<file path="src/rtl/uirq_pkg.sv">
package uirq_pkg;
  localparam int SW_BIT  = 0;
  localparam int TMR_BIT = 4;
  localparam int EXT_BIT = 8;

  localparam int CODE_SW  = 0;
  localparam int CODE_TMR = 4;
  localparam int CODE_EXT = 8;

  localparam logic [1:0] PRIV_USER = 2'd0;

  // compact index: 0 software, 1 timer, 2 external
  localparam int K_SW  = 0;
  localparam int K_TMR = 1;
  localparam int K_EXT = 2;
  localparam int KINDS = 3;

  typedef enum logic [2:0] {
    SEL_UPEND = 3'd0,
    SEL_UEN   = 3'd1,
    SEL_MPEND = 3'd2,
    SEL_MEN   = 3'd3,
    SEL_MDLG  = 3'd4,
    SEL_SDLG  = 3'd5
  } csr_sel_e;
endpackage

</file>
<file path="src/rtl/uirq_regs.sv">
module uirq_regs
  import uirq_pkg::*;
#(
  parameter int XLEN  = 32,
  parameter bit HAS_S = 1'b1
) (
  input  logic             clk,
  input  logic             rst,
  input  logic             csr_we,
  input  logic [2:0]       csr_sel,
  input  logic [XLEN-1:0]  csr_wdata,
  input  logic             tmr_line,
  input  logic             ext_line,
  output logic [KINDS-1:0] pend,
  output logic [KINDS-1:0] en,
  output logic [KINDS-1:0] deleg,
  output logic [XLEN-1:0]  rdata
);
  logic             usip_q, utip_q, ueip_q;
  logic [KINDS-1:0] en_q, mdlg_q, sdlg_q, sdlg_eff;
  logic [KINDS-1:0] wv;
  logic [XLEN-1:0]  view;

  function automatic logic [XLEN-1:0] spread(input logic [KINDS-1:0] v);
    logic [XLEN-1:0] r;
    r = '0;
    r[SW_BIT]  = v[K_SW];
    r[TMR_BIT] = v[K_TMR];
    r[EXT_BIT] = v[K_EXT];
    return r;
  endfunction

  assign wv = {csr_wdata[EXT_BIT], csr_wdata[TMR_BIT], csr_wdata[SW_BIT]};

  // line-driven pending bits are sampled every cycle
  always_ff @(posedge clk) begin
    utip_q <= tmr_line;
    ueip_q <= ext_line;
  end

  always_ff @(posedge clk) begin
    if (rst) begin
      usip_q <= 1'b0;
      en_q   <= '0;
      mdlg_q <= '0;
    end else if (csr_we) begin
      case (csr_sel)
        SEL_UPEND, SEL_MPEND: usip_q <= csr_wdata[SW_BIT];
        SEL_UEN,   SEL_MEN:   en_q   <= wv;
        SEL_MDLG:             mdlg_q <= wv;
        default: ;
      endcase
    end
  end

  generate
    if (HAS_S) begin : g_two_level
      always_ff @(posedge clk) begin
        if (rst) sdlg_q <= '0;
        else if (csr_we && csr_sel == SEL_SDLG) sdlg_q <= wv & mdlg_q;
      end
      assign sdlg_eff = sdlg_q & mdlg_q;
      assign deleg    = sdlg_eff;
    end else begin : g_one_level
      assign sdlg_q   = '0;
      assign sdlg_eff = '0;
      assign deleg    = mdlg_q;
    end
  endgenerate

  assign pend = {ueip_q, utip_q, usip_q};
  assign en   = en_q;

  always_comb begin
    case (csr_sel)
      SEL_UPEND, SEL_MPEND: view = spread(pend);
      SEL_UEN,   SEL_MEN:   view = spread(en_q);
      SEL_MDLG:             view = spread(mdlg_q);
      SEL_SDLG:             view = spread(sdlg_eff);
      default:              view = '0;
    endcase
  end

  always_ff @(posedge clk) begin
    if (rst) rdata <= '0;
    else     rdata <= view;
  end

  assert_tmr_follows_line_R3: assert property (@(posedge clk) disable iff (rst)
    utip_q == $past(tmr_line));
  assert_ext_follows_line_R3: assert property (@(posedge clk) disable iff (rst)
    ueip_q == $past(ext_line));
  assert_sw_write_R2: assert property (@(posedge clk) disable iff (rst)
    (csr_we && (csr_sel == SEL_UPEND || csr_sel == SEL_MPEND))
      |=> usip_q == $past(csr_wdata[SW_BIT]));
  assert_enable_alias_R4: assert property (@(posedge clk) disable iff (rst)
    (csr_we && (csr_sel == SEL_UEN || csr_sel == SEL_MEN)) |=> en_q == $past(wv));
endmodule

</file>
<file path="src/rtl/uirq_arb.sv">
module uirq_arb
  import uirq_pkg::*;
#(
  parameter int CAUSE_W = 4
) (
  input  logic               clk,
  input  logic               rst,
  input  logic [1:0]         priv,
  input  logic               uie,
  input  logic [KINDS-1:0]   pend,
  input  logic [KINDS-1:0]   en,
  input  logic [KINDS-1:0]   deleg,
  output logic               req,
  output logic [CAUSE_W-1:0] cause
);
  logic [KINDS-1:0]   act;
  logic               gate;
  logic [CAUSE_W-1:0] cause_n;

  assign act  = pend & en & deleg;
  assign gate = (priv == PRIV_USER) && uie;

  always_comb begin
    if (act[K_EXT])     cause_n = CAUSE_W'(CODE_EXT);
    else if (act[K_SW]) cause_n = CAUSE_W'(CODE_SW);
    else                cause_n = CAUSE_W'(CODE_TMR);
  end

  always_ff @(posedge clk) begin
    if (rst) begin
      req   <= 1'b0;
      cause <= '0;
    end else begin
      req   <= gate && (|act);
      cause <= (gate && (|act)) ? cause_n : '0;
    end
  end

  assert_user_only_R7: assert property (@(posedge clk) disable iff (rst)
    req |-> ($past(priv) == PRIV_USER && $past(uie)));
  assert_masked_R5: assert property (@(posedge clk) disable iff (rst)
    req |-> $past(|(pend & en & deleg)));
  assert_ext_first_R8: assert property (@(posedge clk) disable iff (rst)
    (req && $past(pend[K_EXT] & en[K_EXT] & deleg[K_EXT])) |-> cause == CAUSE_W'(CODE_EXT));
  assert_cause_legal_R8: assert property (@(posedge clk) disable iff (rst)
    req |-> (cause == CAUSE_W'(CODE_EXT) || cause == CAUSE_W'(CODE_SW) ||
             cause == CAUSE_W'(CODE_TMR)));
endmodule

</file>
<file path="src/rtl/uirq_route.sv">
module uirq_route
  import uirq_pkg::*;
#(
  parameter int XLEN    = 32,
  parameter int CAUSE_W = 4,
  parameter bit HAS_S   = 1'b1
) (
  input  logic               clk,
  input  logic               rst,
  input  logic [1:0]         priv_i,
  input  logic               uie_i,
  input  logic               tmr_line_i,
  input  logic               ext_line_i,
  input  logic               csr_we_i,
  input  logic [2:0]         csr_sel_i,
  input  logic [XLEN-1:0]    csr_wdata_i,
  output logic [XLEN-1:0]    csr_rdata_o,
  output logic               irq_req_o,
  output logic [CAUSE_W-1:0] irq_cause_o
);
  logic [KINDS-1:0] pend, en, deleg;

  uirq_regs #(.XLEN(XLEN), .HAS_S(HAS_S)) u_regs (
    .clk(clk), .rst(rst), .csr_we(csr_we_i), .csr_sel(csr_sel_i),
    .csr_wdata(csr_wdata_i), .tmr_line(tmr_line_i), .ext_line(ext_line_i),
    .pend(pend), .en(en), .deleg(deleg), .rdata(csr_rdata_o)
  );

  uirq_arb #(.CAUSE_W(CAUSE_W)) u_arb (
    .clk(clk), .rst(rst), .priv(priv_i), .uie(uie_i),
    .pend(pend), .en(en), .deleg(deleg),
    .req(irq_req_o), .cause(irq_cause_o)
  );
endmodule

</file>
<file path="config.mk">
export PLATFORM = sky130hd
export DESIGN_NAME = uirq_route
export DESIGN_NICKNAME = d
export VERILOG_FILES = /design/src/rtl/uirq_pkg.sv /design/src/rtl/uirq_regs.sv /design/src/rtl/uirq_arb.sv /design/src/rtl/uirq_route.sv
export SDC_FILE = /design/constraint.sdc
export NUM_CORES = 1
export LEC_CHECK = 0
export BUFFER_PORTS_ARGS = -buffer_cell sky130_fd_sc_hd__buf_2
export CAP_MARGIN = 25
export CORE_MARGIN = 5
export CORE_UTILIZATION = 35
export CTS_CLUSTER_DIAMETER = 200
export DETAILED_ROUTE_END_ITERATION = 10
export PLACE_DENSITY = 0.74
export SYNTH_ARGS = -nofsm -noshare
export SYNTH_HDL_FRONTEND = slang
export SYNTH_SLANG_ARGS = --single-unit
export TNS_END_PERCENT = 50
</file>
<file path="constraint.sdc">
create_clock -name clk -period 1.1 [get_ports clk]
set_input_delay 0.22 -clock clk [delete_from_list [all_inputs] [get_ports clk]]
set_output_delay 0.22 -clock clk [all_outputs]
set_load 0.01 [all_outputs]
</file>
### Word level (Yosys, flattened, before mapping)

Index checks and enable logic that the tools add are counted.

| cells by class | value |
|---|---|
| bitwise operators | 5 |
| eq/ne operators | 5 |
| mux-type cells | 3 |
| reductions and logical operators | 13 |

Operators by type and width:

| operator | count |
|---|---|
| $pmux W9 S4 | 1 |
| $and A3 B3 Y3 | 4 |
| $eq A3 B2 Y1 const B | 2 |
| $eq A3 B3 Y1 const B | 2 |
| $reduce_and A2 Y1 | 3 |
| $reduce_or A2 Y1 | 3 |
| $reduce_or A3 Y1 | 2 |
| $mux W4 | 1 |
| $eq A3 B1 Y1 const B | 1 |
| $logic_and A1 B1 Y1 | 3 |
| $logic_not A3 Y1 | 1 |
| $mux W3 | 1 |
| $logic_not A2 Y1 | 1 |
| $not A1 Y1 | 1 |

| storage, ports and cells | value |
|---|---|
| register bits | 49 |
| output and inout bits | 37 |
| input bits | 43 |
| word-level logic and storage cells | 36 |

### Longest topological paths before layout

Gate-level depths: netlist (run 1).

| logic depth | value |
|---|---|
| word-level depth | 6 |
| mapped depth | 4 |
| depth with buffers taken out | 3 |

### By module

Synthesis (run 1) repeated with hierarchy kept, for this count alone.

| second synthesis, totals | value |
|---|---|
| cells, all modules | 108 |
| area total of the unflattened synthesis | 1071.0 µm² |

By module, submodules not included:

| module | cells each | instances | sequential area each (µm²) | area each (µm²) |
|---|---|---|---|---|
| uirq_regs | 95 | 1 | 300.3 | 940.9 |
| uirq_arb | 13 | 1 | 60.1 | 130.1 |

### Worst setup path before layout (run 1)

Ideal clock, no wire load.

| timing path | value |
|---|---|
| path type | input -> register |
| start | in csr_sel_i[2] |
| end | reg u_regs.mdlg_q[0] |
| setup slack | 97 ps |
| library setup time | 128 ps |
| path buffers | 1 |
| data required time | 972 ps |
| arrival time | 875 ps |
| cell stages on the path | 4 |
| cells stage by stage | buf_2 -> and4bb_2 -> mux2i_1 -> nor2_1 |

| on the way | value |
|---|---|
| longest elaborated chain between the ends | 2 |

Ends and longest elaborated chain:

| item | line | text |
|---|---|---|
| start: declaration | uirq_route.sv:15 | `input logic [2:0] csr_sel_i,` |
| $eq A3 B3 Y1 | uirq_regs.sv:47 | `case (csr_sel)` |
| $reduce_and A2 Y1 (no line) | n/a |  |
| end signal: assignment | uirq_regs.sv:50 | `SEL_MDLG: mdlg_q <= wv;` |
| end: declaration | uirq_regs.sv:20 | `logic [KINDS-1:0] en_q, mdlg_q, sdlg_q, sdlg_eff;` |

No other way between the ends.
A chain may end at the register's enable or synchronous reset.

### Final worst setup path (run 1)

| timing path | value |
|---|---|
| start | reg u_regs.rdata[8] |
| end | out csr_rdata_o[8] |

RTL lines:

| item | line | text |
|---|---|---|
| start: declaration | uirq_regs.sv:17 | `output logic [XLEN-1:0] rdata` |
| start signal: assignment | uirq_regs.sv:86 | `else rdata <= view;` |
| end: declaration | uirq_route.sv:17 | `output logic [XLEN-1:0] csr_rdata_o,` |

No word-level cell between the ends.

==> results by stage, run 1 <==
Min path:
- The worst hold path cell count is 1.
- The worst hold path terminates at u_regs.utip_q.
- The beginning of the worst hold path is tmr_line_i.
- The type of the worst min-delay path is primary input to flop.

Logic synthesis:
- The synthesized instance count is around 110.
- The proportion of netlist area held by the largest area contributor is between 30% and 40%.
- The most used flip-flop cell after synthesis is dfxtp_1.
- The most repeated cell in the gate-level netlist after synthesis is buf_4.
- Yosys mapped a number of flops with a built-in enable equal to 0.
- The cell area after synthesis is 966 um^2.
- By area the synthesized netlist is led by dfxtp_1 37%, buf_4 25%, mux2i_1 10%.
- The commonest cells after synthesis are 32 x buf_4, 18 x dfxtp_1, 11 x nor2_1.
- After synthesis, the netlist uses 23 different library cells.
- The average footprint of a synthesized cell is ~9.1 um^2.
- The synthesized design contains 18 register bits.
- dfxtp_1 takes more of the synthesized area than any other cell.
- The register area share after synthesis is approximately 37%.
- The number of warning messages in the yosys log is 0.
- The async set-or-reset flop fraction in the synthesized netlist is 0%.

Floorplan:
- Measured along the y axis, the die boundary spans 62.5 um.
- The placeable core region is ~2700 um^2.
- The floorplan step set the die width to roughly 63 um.
- The top-level port count is 80.
- The row count is 19.
- The initial utilization of the core area, before any placement, comes to roughly 36%.
- The die area is 3910 um^2.

Worst setup path:
- The worst register-to-register path ends at u_regs.rdata[0].
- Of all nets on the critical path, the largest fanout is 1.
- The cell with the biggest individual delay on the critical path is dfxtp_1.
- Data on the critical path arrives at its endpoint at about 740 ps.
- STA classifies the critical path startpoint as a flop.
- Walking the worst path, the cells encountered are buf_2.
- For the worst setup path, the data required time is around 880 ps.
- Together, buffers and inverters on the worst path number 1.
- The largest delay contributor family on the critical path is flip-flops.
- In this run the critical register-to-register path is launched from u_regs.sdlg_q[0].
- Across all register-to-register paths, the minimum setup slack is about 200 ps.
- The maximum cell stage delay along the critical path is roughly 320 ps.
- STA classifies the critical path endpoint as a primary output.
- The critical path in this run is classified as flop to primary output.
- The depth of the worst register-to-register path is 3.

Timing:
- Setup violations remaining at the end of the flow were counted as 0.
- Setup repair after global routing left no endpoint under its margin.
- The smallest clock period supported by the final layout is computed as a little under 1000 ps.
- The number of hold violations in the final report is 0.
- The final cycle utilization of the critical path is between 80% and 90%.
- The clock arrives with 0.383 ps of skew.
- The number of max-slew violations in the final report came to 0.
- Timing would allow up to between 1 and 1.5 GHz.
- The worst hold-check slack is approximately 12 ps.

GRT:
- The first global-routing pass estimated approximately 2600 um of wire.
- Summed over all layers, the global routing overflow is 0.
- For this run, the total global-route usage over all layers was measured as 8.42%.
- The pin count of the biggest net entering global routing is 12.
- The initial antenna violation count came to 0.
- The number of global-route vias before repair is roughly 620.

Power:
- The ratio of total power to cell area is ~1200 nW/um^2.
- The final total power is 1.23 mW.
- The peak supply drop is a little over 700 uV.
- For this design the static power due to leakage is approximately 0.51 nW.

CTS:
- The number of buffers created by CTS is 3.
- The TritonCTS clock tree is built.
- Counting along the longest clock path gives a buffer depth of 2.
- The later pin in the worst-skew pair is clocked with a latency of 300 ps.
- The tree is rooted in a clkbuf_4.
- After clock tree synthesis, the clock-pin slew on the worst setup and hold paths is about 100 ps.
- After clock tree synthesis, the flow added hold-fix buffers numbering 0.
- In this run the number of H-tree levels came out at 1.
- The total clock sinks is 18.
- The number of setup buffers added after CTS is 0.
- After clock tree synthesis, the repair step resized 0 gates.

Place:
- Summed over all nets, the half-perimeter wirelength after detailed placement is 1440 um.
- Summing all placed instances gives a cell area of 986 um^2.
- The routability congestion estimate is approximately 0.85.
- The port buffer count is 19.

Finish:
- After routing the design area is approximately 1000 um^2.
- The layout overhead on the synthesized area is 5.83%.
- The final net count is approximately 170.
- 0 antenna diodes ended up in the layout.
- In the final layout, the share of cells above drive strength 1 is 22.7%.

Detailed routing:
- For this block, the routed nets add up to ~1700 um of wire.
- The DRC violation total after the first TritonRoute iteration is 11.
- The via count of the routed design is approximately 680.
- After detailed routing, the number of remaining DRC violations is 0.
- The count of nets left with antenna violations after detail routing is 0.
- The ratio of routed vias to standard cells is between 4 and 5.
- The per-cell routed wire length is about 11 um.
- The number of search-and-repair iterations in the first detailed-routing pass is 3.

Status:
- The flow ran to the end, and the final reports show no timing, DRC or antenna violations.

Flow run:
- The max-capacitance violation count is 0.
## cell families (layout without fill, tap and decap cells)
logic type	count (synthesis)	after routing	synth area share [%]
simple gates	35	35	21.1
flops	18	18	37.3
other cells	1	31	0.388
mux	10	10	10.4
buf+inv	34	26	25.8
compound gates	8	8	5.05
## worst max path at each step
stage | start | end | depth (start not counted)
after CTS | u_regs.rdata[8] | csr_rdata_o[8] | 1
after global routing | u_regs.rdata[4] | csr_rdata_o[4] | 1
after floorplan | csr_sel_i[2] | u_regs.mdlg_q[0] | 4
after detailed placement | priv_i[1] | u_arb.cause[2] | 3
after global placement | priv_i[1] | u_arb.cause[2] | 3
final | u_regs.rdata[8] | csr_rdata_o[8] | 1
## layer usage
metal / vias to the layer above / track usage (%) / wire length [um]
met4: 0 / 3.98 / 28
met5: - / 0 / 0
met2: 28 / 15.5 / 892
met3: 5 / 3.96 / 178
li1: 339 / - / -
met1: 312 / 7.63 / 613
## cell type report
class / instances / area, um^2
clock buffer: 4 / 36.3
fill: 279 / 1690
multi-input combinational: 84 / 469
sequential: 18 / 360
tap: 31 / 38.8
timing repair buffer: 22 / 118
## state kept, by name (all words and copies together) (netlist names)
name / count
u_regs.en: 3
u_regs.mdlg_q: 3
u_regs.rdata: 3
u_regs.sdlg_q: 3
u_arb.cause: 2
u_arb.req: 1
u_regs.ueip_q: 1
u_regs.usip_q: 1
u_regs.utip_q: 1
## cells in the final DEF, fill, tap and decap left out, types with 3 or more instances in the layout
cell	Yosys	final
conb_1	1	31
buf_2	1	19
dfxtp_1	18	18
nor2_1	11	11
mux2i_1	10	10
nand2_1	4	4
a21oi_1	4	4
nand4_1	3	3
nand3_1	3	3
nand2b_1	3	3
and3_1	3	3
o21a_1	3	3
clkbuf_4	0	3
buf_4	32	3
## through the flow
stage | util, % | TNS [ps] | cells | worst slack [ps]
3_3_place_gp | 36.4 | -5.32 | 155 | -5.32
3_5_place_dp | 36.4 | -1.24 | 155 | -1.24
4_1_cts | 37.7 | 0 | 159 | 125
6_report | 37.7 | 0 | 159 | 136
2_1_floorplan | - | 0 | 136 | 97.3
5_1_grt | 37.7 | 0 | 159 | 89.1
## power by group
part	leakage (nW)	total, mW	internal, mW	switching [mW]
Clock	0.0210	0.406	0.202	0.204
Combinational	0.341	0.152	0.0513	0.100
Sequential	0.146	0.675	0.665	0.00979
Total	0.508	1.23	0.919	0.314
Power figures use the tool's default switching activity.
==> inputs of run 2 (changes only) <==
PLACE_DENSITY = 0.71   (was 0.74)
REMOVE_ABC_BUFFERS = 1   (was unset)
SLEW_MARGIN = 20   (was unset)
SYNTH_HIERARCHICAL = 1   (was unset)
==> run 2 against run 1 <==
  * Sequential share of layout area shrank 2.9 points
  * Synthesized area grew 11%
  * Wire length grew 9.5%
  * Global-route usage grew 0.33 points
  * Clock skew grew 3.0 ps
  * Via count grew 0.29%
  * Non-clock buffer count grew 1
  * Setup slack lost 59 ps
  * Combinational power grew 13%
  * Worst hold slack gained 23 ps
  * Utilization shrank 0.68 points
  * Final area grew 8.8%
==> results by stage, run 2 <==
GRT:
- The sum of overflow across all layers after global routing is 0 (unchanged).
- The initial antenna violation count is 0 (unchanged).
- The overall global routing resource usage is 8.75% (+0.33 points).
- The pin count of the biggest net entering global routing is 13 (+1).
- The global-route wire length before repair came to 2940 um (+12%).
- The number of global-route vias before repair is 670 (+7.4%).

Status:
- The run finished with clean final reports.

Logic synthesis:
- The synthesized instance count is 108 (+1.9%).
- The number of warning messages in the yosys log is 6 (+6).
- The average footprint of a synthesized cell is 9.92 um^2 (+8.8%).
- The most used flip-flop cell after synthesis is dfxtp_1.
- The proportion of netlist area held by the largest area contributor is 33.6% (-3.7 points).
- Counting instances in the post-synthesis netlist gives the leading cell types as 34 x buf_4, 18 x dfxtp_1, 13 x nand2b_1.
- The number of library cell types mapped by synthesis is 19 (-17%).
- Ranked by total cell area, the synthesized netlist is headed by dfxtp_1 34%, buf_4 24%, mux2i_1 9.3%.
- The most repeated cell in the gate-level netlist after synthesis is buf_4.
- The register area share after synthesis is 33.6% (-3.7 points).
- The async set-or-reset flop fraction in the synthesized netlist is 0% (unchanged).
- The cell area after synthesis was 1070 um^2 (+11%).
- The number of synthesized flops with an enable pin is 0 (unchanged).
- The synthesized design spends more area on one cell type than any other, namely dfxtp_1.
- The post-synthesis register bit count was 18 (unchanged).

Timing:
- The number of hold violations in the final report is 0 (unchanged).
- The clock skew is 3.35 ps (+2.96 ps).
- The smallest setup slack after layout is 76.5 ps (-59.4 ps).
- Setup repair after global routing left no endpoint under its margin.
- The final cycle utilization of the critical path is 93.0% (+5.4 points).
- The number of max-slew violations in the final report is 0 (unchanged).
- The number of setup violations in the final report is 0 (unchanged).
- The final critical path time including I/O delays and setup was 1020 ps (+59.4 ps).
- The worst hold-check slack came to 34.8 ps (+22.8 ps).
- The achievable frequency is 0.977 GHz (-5.8%).

Floorplan:
- The die area is 4270 um^2 (+9.1%).
- The placeable core region is 3000 um^2 (+11%).
- The row count is 20 (+1).
- The die width is 65.3 um (+4.4%).
- The die extent in y came to 65.3 um (+4.4%).
- The initial core utilization came to 35.7% (about the same).
- The top-level port count is 80 (unchanged).

Detailed routing:
- The DRC violation total after the first TritonRoute iteration is 16 (+5).
- The total length of routed met2 wires came to 1010 um (+13%).
- The ratio of routed vias to standard cells is 4.29 (-0.33%).
- The total DRC errors in the routed layout is 0 (unchanged).
- The via count of the routed design is 686 (+0.29%).
- The highest routing layer actually used is met4.
- The final wirelength is 1880 um (+9.5%).
- The number of search-and-repair iterations in the first detailed-routing pass was 4 (+1).
- The count of nets left with antenna violations after detail routing is 0 (unchanged).
- The wire length on met1 was 678 um (+11%).
- The detailed-routed wire length on met3 is 181 um (+1.7%).
- The per-cell routed wire length is 11.7 um (+8.8%).

Place:
- The worst slack after detailed placement was -118 ps (-116 ps).
- The port buffer count is 19 (unchanged).
- The half-perimeter wire length of the detailed placement result was 1590 um (+10%).
- The number of placed instances, taps included is 156 (+0.65%).
- The routability congestion estimate is 0.699 (-18%).

Finish:
- The number of antenna repair diodes is 0 (unchanged).
- In the layout the commonest cells are 31 x conb_1, 19 x buf_2, 18 x dfxtp_1.
- From synthesis to final layout, the design area changed by 3.86%.
- The leading cell type in the layout, fill and taps excluded is conb_1.
- The final net count is 171 (-0.58%).
- The share of post-route cells with drive strength above 1 is 26.0% (+3.3 points).
- The final design utilization came to 37.0% (-0.68 points).
- The final cell count without fillers came to 160 (+0.63%).

Worst setup path:
- The type of the setup path with the least slack is flop to flop.
- The data required time at the worst endpoint was 1280 ps (+400 ps).
- STA classifies the critical path startpoint as a flop.
- The worst setup path is captured at a flop.
- The peak fanout along the critical path is 4 (+3).
- The endpoint arrival time on the critical path was 1200 ps (+460 ps).

CTS:
- The TritonCTS clock tree is built.
- The CTS clock-pin slew for the worst setup and hold paths is 100 ps (about the same).
- The number of setup buffers added after CTS is 0 (unchanged).
- The number of buffers created by CTS was 3 (unchanged).
- The maximum clock insertion buffer count was 2 (unchanged).
- Clock tree synthesis selected as its root buffer the cell clkbuf_4.
- The level count of the clock H-tree is 1 (unchanged).
- The number of instances resized during post-cts repair is 0 (unchanged).
- The cts-stage hold buffer count is 0 (unchanged).
- The latest clock arrival within the worst-skew pair is 280 ps (-20 ps).
- The total clock sinks is 18 (unchanged).

Flow run:
- The max-capacitance violation count is 0 (unchanged).

Power:
- The ratio of total power to cell area is 1110 nW/um^2 (-8.0%).
- The final total power was 1.23 mW (about the same).
- The peak supply drop is 430 uV (-39%).
- The standby leakage power came to 0.523 nW (+3.1%).

Min path:
- In this run the worst hold path is classified as primary input to flop.
run 2: cell types whose count changed in the layout (fill, tap and decap cells not counted), sizes merged, moves of 3 or more:
cell	before	now
nand2b	3	13
nor2	11	2
a21oi	4	0
nand2	4	0
a32o	0	3
and2	0	3
and3	3	0
mux2	0	3
nand3b	1	4
nand4	3	0
o21a	3	0
or2b	0	3
run 2: area by class of cell:
type	count	area (um^2)
clock buffers	4	36.3
fillers	312	1890
well taps	33	41.3
flip-flops and latches	18	360
repair buffers	23	138
multi-input cells	82	537
run 2: logic make-up after synthesis:
| group | synth area share [%] |
|---|---|
| buffers and inverters | 26.4 |
| DFF | 33.6 |
| AOI/OAI and AO/OA | 3.39 |
| muxes | 13.6 |
| other | 0.701 |
| and+or+nand+nor | 22.3 |
run 2: final timing paths:
kind / end / slack [ps] / from / cells past startpoint
min: u_regs/ueip_q / 30 / ext_line_i / 1
max reg2reg: u_arb/cause[2] / 80 / u_regs/mdlg_q[2] / 3
max: u_arb/cause[2] / 80 / u_regs/mdlg_q[2] / 3
min reg2reg: u_regs/sdlg_q[2] / 490 / u_regs/sdlg_q[2] / 2
run 2: power breakdown:
group	switching, mW	internal [mW]	leakage [nW]
combinational	0.100	0.0715	0.356
clock	0.187	0.201	0.0210
sequential	0.00899	0.666	0.146
total	0.296	0.939	0.523
run 2: layer usage:
layer | vias to the layer above | global-route usage, %
li1 | 336 | -
met1 | 319 | 8.50
met2 | 29 | 17.1
met3 | 2 | 3.25
met4 | 0 | 2.33
met5 | - | 0
run 2: critical path, cell delays in order, from the launching register on:
cell and delay [ps]:
dfxtp_1 390, and2_1 140, nand3_1 140, and4bb_2 260
run 2: per-stage QoR:
| stage | area, um^2 | setup TNS (ps) |
|---|---|---|
| final | 1110 | 0 |
| after global routing | 1110 | 0 |
| after CTS | 1110 | 0 |
| after detailed placement | 1080 | -194 |
| after global placement | 1080 | -174 |
| after floorplan | 897 | 0 |
